$ cat config.mk
export PLATFORM = sky130hd
export DESIGN_NAME = irq_stack_ctrl
export DESIGN_NICKNAME = d
export VERILOG_FILES = /design/src/rtl/isc_pkg.sv /design/src/rtl/isc_bit_cell.sv /design/src/rtl/isc_gap_timer.sv /design/src/rtl/isc_request.sv /design/src/rtl/irq_stack_ctrl.sv
export SDC_FILE = /design/constraint.sdc
export NUM_CORES = 1
export LEC_CHECK = 0
export BUFFER_PORTS_ARGS = -buffer_cell sky130_fd_sc_hd__buf_2
export CORE_UTILIZATION = 50
export CTS_BUF_LIST = sky130_fd_sc_hd__clkbuf_4
export DETAILED_ROUTE_END_ITERATION = 6
export PLACE_DENSITY = 0.77
export SLEW_MARGIN = 5
export SYNTH_ARGS = -nofsm -noshare
export SYNTH_HDL_FRONTEND = slang
export SYNTH_SLANG_ARGS = --single-unit
export TNS_END_PERCENT = 20
$ cat constraint.sdc
create_clock -name clk -period 1.9 [get_ports clk]
set_input_delay 0.19 -clock clk [delete_from_list [all_inputs] [get_ports clk]]
set_output_delay 0.19 -clock clk [all_outputs]
set_load 0.03 [all_outputs]
$ cat src/rtl/isc_pkg.sv
package isc_pkg;
   typedef enum logic [1:0] {
      RT_HOLD  = 2'd0,
      RT_LOAD  = 2'd1,
      RT_DRAIN = 2'd2,
      RT_CLEAR = 2'd3
   } route_e;

   function automatic int cnt_bits(input int v);
      return (v < 2) ? 1 : $clog2(v + 1);
   endfunction
endpackage

$ cat src/rtl/isc_bit_cell.sv
module isc_bit_cell
   import isc_pkg::*;
(
   input  logic   clk,
   input  logic   rst_n,
   input  route_e route,
   input  logic   cond,
   output logic   vis,
   output logic   stk
);
   always_ff @(posedge clk) begin
      if (!rst_n) begin
         vis <= 1'b0;
         stk <= 1'b0;
      end else begin
         case (route)
            RT_CLEAR: begin
               vis <= 1'b0;
               stk <= stk | cond;
            end
            RT_DRAIN: begin
               vis <= stk | cond;
               stk <= 1'b0;
            end
            RT_LOAD: begin
               vis <= cond;
            end
            default: begin
               stk <= stk | cond;
            end
         endcase
      end
   end
endmodule

$ cat src/rtl/isc_gap_timer.sv
module isc_gap_timer #(
   parameter int GAP_CYCLES = 3
) (
   input  logic clk,
   input  logic rst_n,
   input  logic start,
   output logic busy
);
   localparam int W = isc_pkg::cnt_bits(GAP_CYCLES);
   localparam logic [W-1:0] LOAD_VAL = W'(GAP_CYCLES);

   logic [W-1:0] cnt;

   always_ff @(posedge clk) begin
      if (!rst_n)
         cnt <= '0;
      else if (start)
         cnt <= LOAD_VAL;
      else if (cnt != '0)
         cnt <= cnt - 1'b1;
   end

   assign busy = (cnt != '0);
endmodule

$ cat src/rtl/isc_request.sv
module isc_request #(
   parameter int              N_SRC      = 8,
   parameter logic [N_SRC-1:0] FATAL_MASK = '0
) (
   input  logic             clk,
   input  logic             rst_n,
   input  logic [N_SRC-1:0] vis,
   input  logic [N_SRC-1:0] enable,
   input  logic             gap_busy,
   output logic             irq_n,
   output logic             halt
);
   logic [N_SRC-1:0] fatal_vis;
   logic [N_SRC-1:0] vis_prev;

   assign fatal_vis = vis & (FATAL_MASK | enable);

   always_ff @(posedge clk) begin
      if (!rst_n)
         vis_prev <= '0;
      else
         vis_prev <= vis;
   end

   assign irq_n = ~((|fatal_vis) & ~gap_busy);
   assign halt  = |(fatal_vis & ~vis_prev);
endmodule

$ cat src/rtl/irq_stack_ctrl.sv
module irq_stack_ctrl
   import isc_pkg::*;
#(
   parameter int               N_SRC      = 8,
   parameter logic [N_SRC-1:0] FATAL_MASK = N_SRC'(8'h0F),
   parameter int               GAP_CYCLES = 3
) (
   input  logic             clk,
   input  logic             rst_n,
   input  logic [N_SRC-1:0] cond_i,
   input  logic [N_SRC-1:0] enable_i,
   input  logic             rd_i,
   output logic [N_SRC-1:0] status_o,
   output logic             irq_n_o,
   output logic             halt_o
);
   if (N_SRC < 1) begin : g_bad_width
      $error("irq_stack_ctrl: N_SRC must be at least 1");
   end
   if (GAP_CYCLES < 3) begin : g_bad_gap
      $error("irq_stack_ctrl: GAP_CYCLES must be at least 3");
   end

   logic [N_SRC-1:0] vis;
   logic [N_SRC-1:0] stk;
   logic             vis_any;
   logic             stk_any;
   logic             gap_busy;
   route_e           route;

   assign vis_any = |vis;
   assign stk_any = |stk;

   always_comb begin
      if (rd_i)
         route = RT_CLEAR;
      else if (!vis_any && stk_any)
         route = RT_DRAIN;
      else if (!vis_any)
         route = RT_LOAD;
      else
         route = RT_HOLD;
   end

   for (genvar i = 0; i < N_SRC; i++) begin : g_cell
      isc_bit_cell u_cell (
         .clk   (clk),
         .rst_n (rst_n),
         .route (route),
         .cond  (cond_i[i]),
         .vis   (vis[i]),
         .stk   (stk[i])
      );
   end

   isc_gap_timer #(
      .GAP_CYCLES (GAP_CYCLES)
   ) u_gap (
      .clk   (clk),
      .rst_n (rst_n),
      .start (rd_i & vis_any),
      .busy  (gap_busy)
   );

   isc_request #(
      .N_SRC      (N_SRC),
      .FATAL_MASK (FATAL_MASK)
   ) u_req (
      .clk      (clk),
      .rst_n    (rst_n),
      .vis      (vis),
      .enable   (enable_i),
      .gap_busy (gap_busy),
      .irq_n    (irq_n_o),
      .halt     (halt_o)
   );

   assign status_o = vis;
endmodule

# Word level (Yosys, flattened, before mapping)
# Cells that the tools add are included.
[totals]
elab_cells = 67
out_inout_bits = 10
regBits = 26
inputBits = 19
[classes]
muxes = 21
n_reduce_logical = 9
n_eq_ne = 3
add_sub_neg = 1
n_bitwise = 15
[ops]
columns = ["op", "n"]
rows = [
  ["$reduce_or A8 Y1", 4],
  ["$pmux W1 S3", 8],
  ["$and A8 B8 Y8", 2],
  ["$pmux W1 S2", 8],
  ["$mux W2", 4],
  ["$not A8 Y8", 1],
  ["$or A1 B1 Y1", 8],
  ["$eq A2 B2 Y1 const B", 2],
  ["$reduce_bool A2 Y1", 2],
  ["$reduce_bool A3 Y1", 1],
  ["$and A1 B1 Y1", 2],
  ["$eq A2 B1 Y1 const B", 1],
  ["$not A1 Y1", 2],
  ["$sub A2 B1 Y2 const B", 1],
  ["$logic_and A1 B1 Y1", 1],
  ["$logic_not A1 Y1", 1],
  ["$mux W1", 1],
]

# Depth between registers and ports, before layout
[logic_depth]
word_depth = 7
mapped_depth = 5
mapped_depth_nobuf = 5

# Cells and area by module
# From an unflattened synthesis, not the netlist that was laid out.
[unflattened]
hier_cells = 170
hier_area_um2 = 1615.3
[modules_own_cells]
columns = ["mod", "n_inst", "seq_area_each_um2", "cells_each", "area_each_um2"]
rows = [
  ["isc_bit_cell", 8, 40.0, 15, 145.1],
  ["isc_request", 1, 160.2, 31, 301.5],
  ["isc_gap_timer", 1, 40.0, 10, 97.6],
  ["irq_stack_ctrl", 1, 0.0, 9, 55.1],
]

# Worst setup path after synthesis
# OpenSTA, ideal clock, no wires.
[synth_timing]
path_type = "register -> output"
startpoint = "register g_cell[0].u_cell.vis"
endpoint = "output irq_n_o"
n_path_buf = 0
slack_ns = 0.115
t_required_ns = 1.710
stages_incl_launch_ff = 3
arrival_ns = 1.595
path_cell_list = "dfxtp_1 > or4_4 > o21ai_0"
[synth_between]
elab_chain_len = 4
[synth_lines]
columns = ["item", "line", "rtl"]
rows = [
  ["from (decl)", "isc_bit_cell.sv:8", "output logic vis,"],
  ["from (signal assigned)", "isc_bit_cell.sv:22", "vis <= stk | cond;"],
  ["from (signal assigned)", "isc_bit_cell.sv:26", "vis <= cond;"],
  ["$and A8 B8 Y8", "isc_request.sv:16", "assign fatal_vis = vis & (FATAL_MASK | enable);"],
  ["$reduce_or A8 Y1", "isc_request.sv:25", "assign irq_n = ~((|fatal_vis) & ~gap_busy);"],
  ["$and A1 B1 Y1", "isc_request.sv:25", ""],
  ["$not A1 Y1", "isc_request.sv:25", ""],
  ["to (decl)", "irq_stack_ctrl.sv:14", "output logic irq_n_o,"],
]
# No other way between the ends.

# Worst setup path in the final report
# Ends and elaborated chain as after synthesis.

==> results.md <==
- Status: finished, final reports clean
- Gr usage total: 15.8%
- Initial antenna violation count: 0
- Worst IR Drop VDD: 0.722 mV
- Root buf cell: clkbuf_4
- Worst setup path class: flop to output pin
- Vias in the first global route: 582
- Simple-Gate Fraction of Synth Area: 24.2%
- FMAX: 568 MHz
- Commonest non-fill, non-tap cells in the layout: 26 x dfxtp_1, 23 x buf_2, 17 x nor2_1
- RSZ-0062 raised after global routing: false
- Synth warn: 0
- Min-Delay Path Class: primary input to flop
- Setup_tns: 0 ns
- Met1 Wirelength: 773 um
- Final Cycle Share: 92.7%
- P&R area growth vs syn: 10.3%
- Pwr/cell area: 1410 mW/mm^2
- Overall Power: 1.63 mW
- Final hold vios: 0
- Multi-input logic area: 438 sq um
- Core Box Area: 0.00196 sq mm
- Vias: 740
- Library cells used by synthesis: 25
- Clock tree buffer depth: 2
- Met2 WL: 766 um
- # hold bufs at CTS: 0
- Synth Area in Compound Gates: 14.6%
- Postcts setup bufs: 0
- Synth Cell Area: 0.00105 sq mm
- Routed WL per cell: 10.8 um
- Antenna cell count: 0
- Largest net degree at the start of global routing: 15
- Die area: 0.00228 sq mm
- Clock transition at the registers of the reported paths: 0.13 ns
- Worst-Skew Late Latency: 0.32 ns
- I/O Buffers: 24
- Total CTS buffers: 3
- CTS tree: built
- XOR/XNOR share of the synthesized area: 0.835%
- Clock share of power: 14.0%
- Seq cells post-synth: 26
- Power Internal: 1.01 mW
- Post-synthesis adder-cell area fraction: 1.19%
- Final Non-Filler Cells: 152
- NetSw: 0.629 mW
- 1st-iter DRT viols: 11
- CTS resizes: 0
- Largest family of logic cells by synthesized area: simple AND/OR/NAND/NOR gates
- GP Congestion: 0.679
- Final #Nets: 146
- Worst Path Max Fanout: 5
- Syn nets: 128
- Crit path time final: 1.76 ns
- Die X: 47.8 um
- Clock Sinks: 26
- Post-route DRC: 0
- Crit path arrival time: 1.57 ns
- Pleak: 0.514 nW
- Met3 WL: 58 um
- Clock Skew: 0.00758 ns
- Switching fraction of total power: 38.5%
- Antenna Violating Nets Remaining: 0
- Reg power frac: 44.5%
- Top Ports: 29
- Post-route cell area: 0.00116 sq mm
- Vias/cell: 4.87
- Worst Path Required: 1.71 ns
- Starting density of the core: 53.4%
- Fill cells: 206
- DP Wirelength: 1280 um
- Final core occ: 58.9%
- Max Used Layer: met4
- # H-tree levels: 1
- Post-DP Area: 0.00113 sq mm
- Register area share after synthesis: 49.6%
- Worst setup SP type: flop
- Slew Viols, Final: 0
- Congestion Overflow GR: 0
- Mapped Cells: 108
- DP Cell Count: 148
- Worst-Margin Slew: 0.485 ns
- Multiplexer area fraction after synthesis: 0.955%
- Final setup violation count: 0
- Global-route wire length before repair: 2390 um
- Crit end category: output pin
- Worst slew margin: 67.6%
- Storage element area: 520 sq um
- Vert. Die Dim: 47.8 um
- DRT Pass-1 Iters: 4
- Commonest non-fill, non-tap cell in the layout: dfxtp_1
- Synth Area per Inst: 9.71 sq um
- Logic pwr share: 41.5%
- Layout cells sized above 1: 32.0%
- MaxCap Viol Count: 0
- Final Routed Wirelength: 1640 um
- # rows: 16
## cells by family (layout without fill, tap and decap cells)
group           count (synthesis)  count (layout)
simple gates                   51              51
mux                             1               1
buf+inv                        14              31
fa+ha+maj                       1               1
xor+xnor                        1               1
compound gates                 14              14
flops                          26              26
## worst max-delay path, stage by stage (launching register included)
cell and delay [ns]:
dfxtp_1 0.35, or4_4 0.58, o21ai_1 0.16, buf_4 0.17
## routing by layer
metal | GRT usage, % | up-vias
met5 | 0 | -
met4 | 10.0 | 0
met3 | 4.53 | 4
met2 | 23.0 | 17
met1 | 20.6 | 334
li1 | - | 385
## through the flow
stage | hold WS, ns | setup WS [ns]
after floorplan | 0.324 | 0.115
after global placement | 0.420 | 0.225
after detailed placement | 0.432 | 0.216
after CTS | 0.0933 | 0.0485
after global routing | 0.102 | 0.0415
final | 0.0944 | 0.138
## path summary, 6_finish.rpt
kind / from / to / slack, ns / cells after the start
worst max-delay path: g_cell[0].u_cell.vis / irq_n_o / 0.14 / 3
worst min-delay path: cond_i[5] / g_cell[5].u_cell.stk / 0.09 / 3
worst max register to register: g_cell[0].u_cell.vis / g_cell[2].u_cell.vis / 0.20 / 3
worst min register to register: g_cell[5].u_cell.stk / g_cell[5].u_cell.stk / 0.48 / 2
## synth_stat cells (all sizes together)
cell,instances,share of area (%)
and2,8,4.9
buf,10,7.2
clkbuf,2,0.72
dfxtp,26,50
ha,1,1.2
inv,2,0.72
mux2i,1,0.95
nand2,14,5.0
nand2b,4,2.4
nand4,2,1.2
nor2,17,6.1
nor2b,1,0.60
o21ai,2,0.95
o22ai,2,1.2
o2bb2ai,1,0.84
o31ai,9,12
or2,1,0.60
or2b,1,0.72
or3,1,0.60
or4,2,2.1
xnor2,1,0.84
## cell type report
type / count / share of cell area (%)
clock buffers: 3 / 1.95
clock inverters: 1 / 0.325
inverters: 2 / 0.649
multi-input cells: 68 / 37.9
flip-flops and latches: 26 / 45.0
well taps: 27 / 2.92
repair buffers: 25 / 11.3
## power groups by stage
stage / logic [mW] / registers, mW / clock network [mW]
finish: 0.679 / 0.727 / 0.228
global route: 0.755 / 0.740 / 0.258
CTS: 0.679 / 0.727 / 0.239
detailed placement: 0.677 / 0.740 / 0
global placement: 0.662 / 0.735 / 0
floorplan: 0.623 / 0.725 / 0
## registers in the layout (all words and copies together) (netlist names)
register and flops:
g_cell.u_cell.vis 8, u_req.vis_prev 8, u_gap.cnt 2, g_cell.u_cell.stk 8
(Power assumes the default switching activity.)
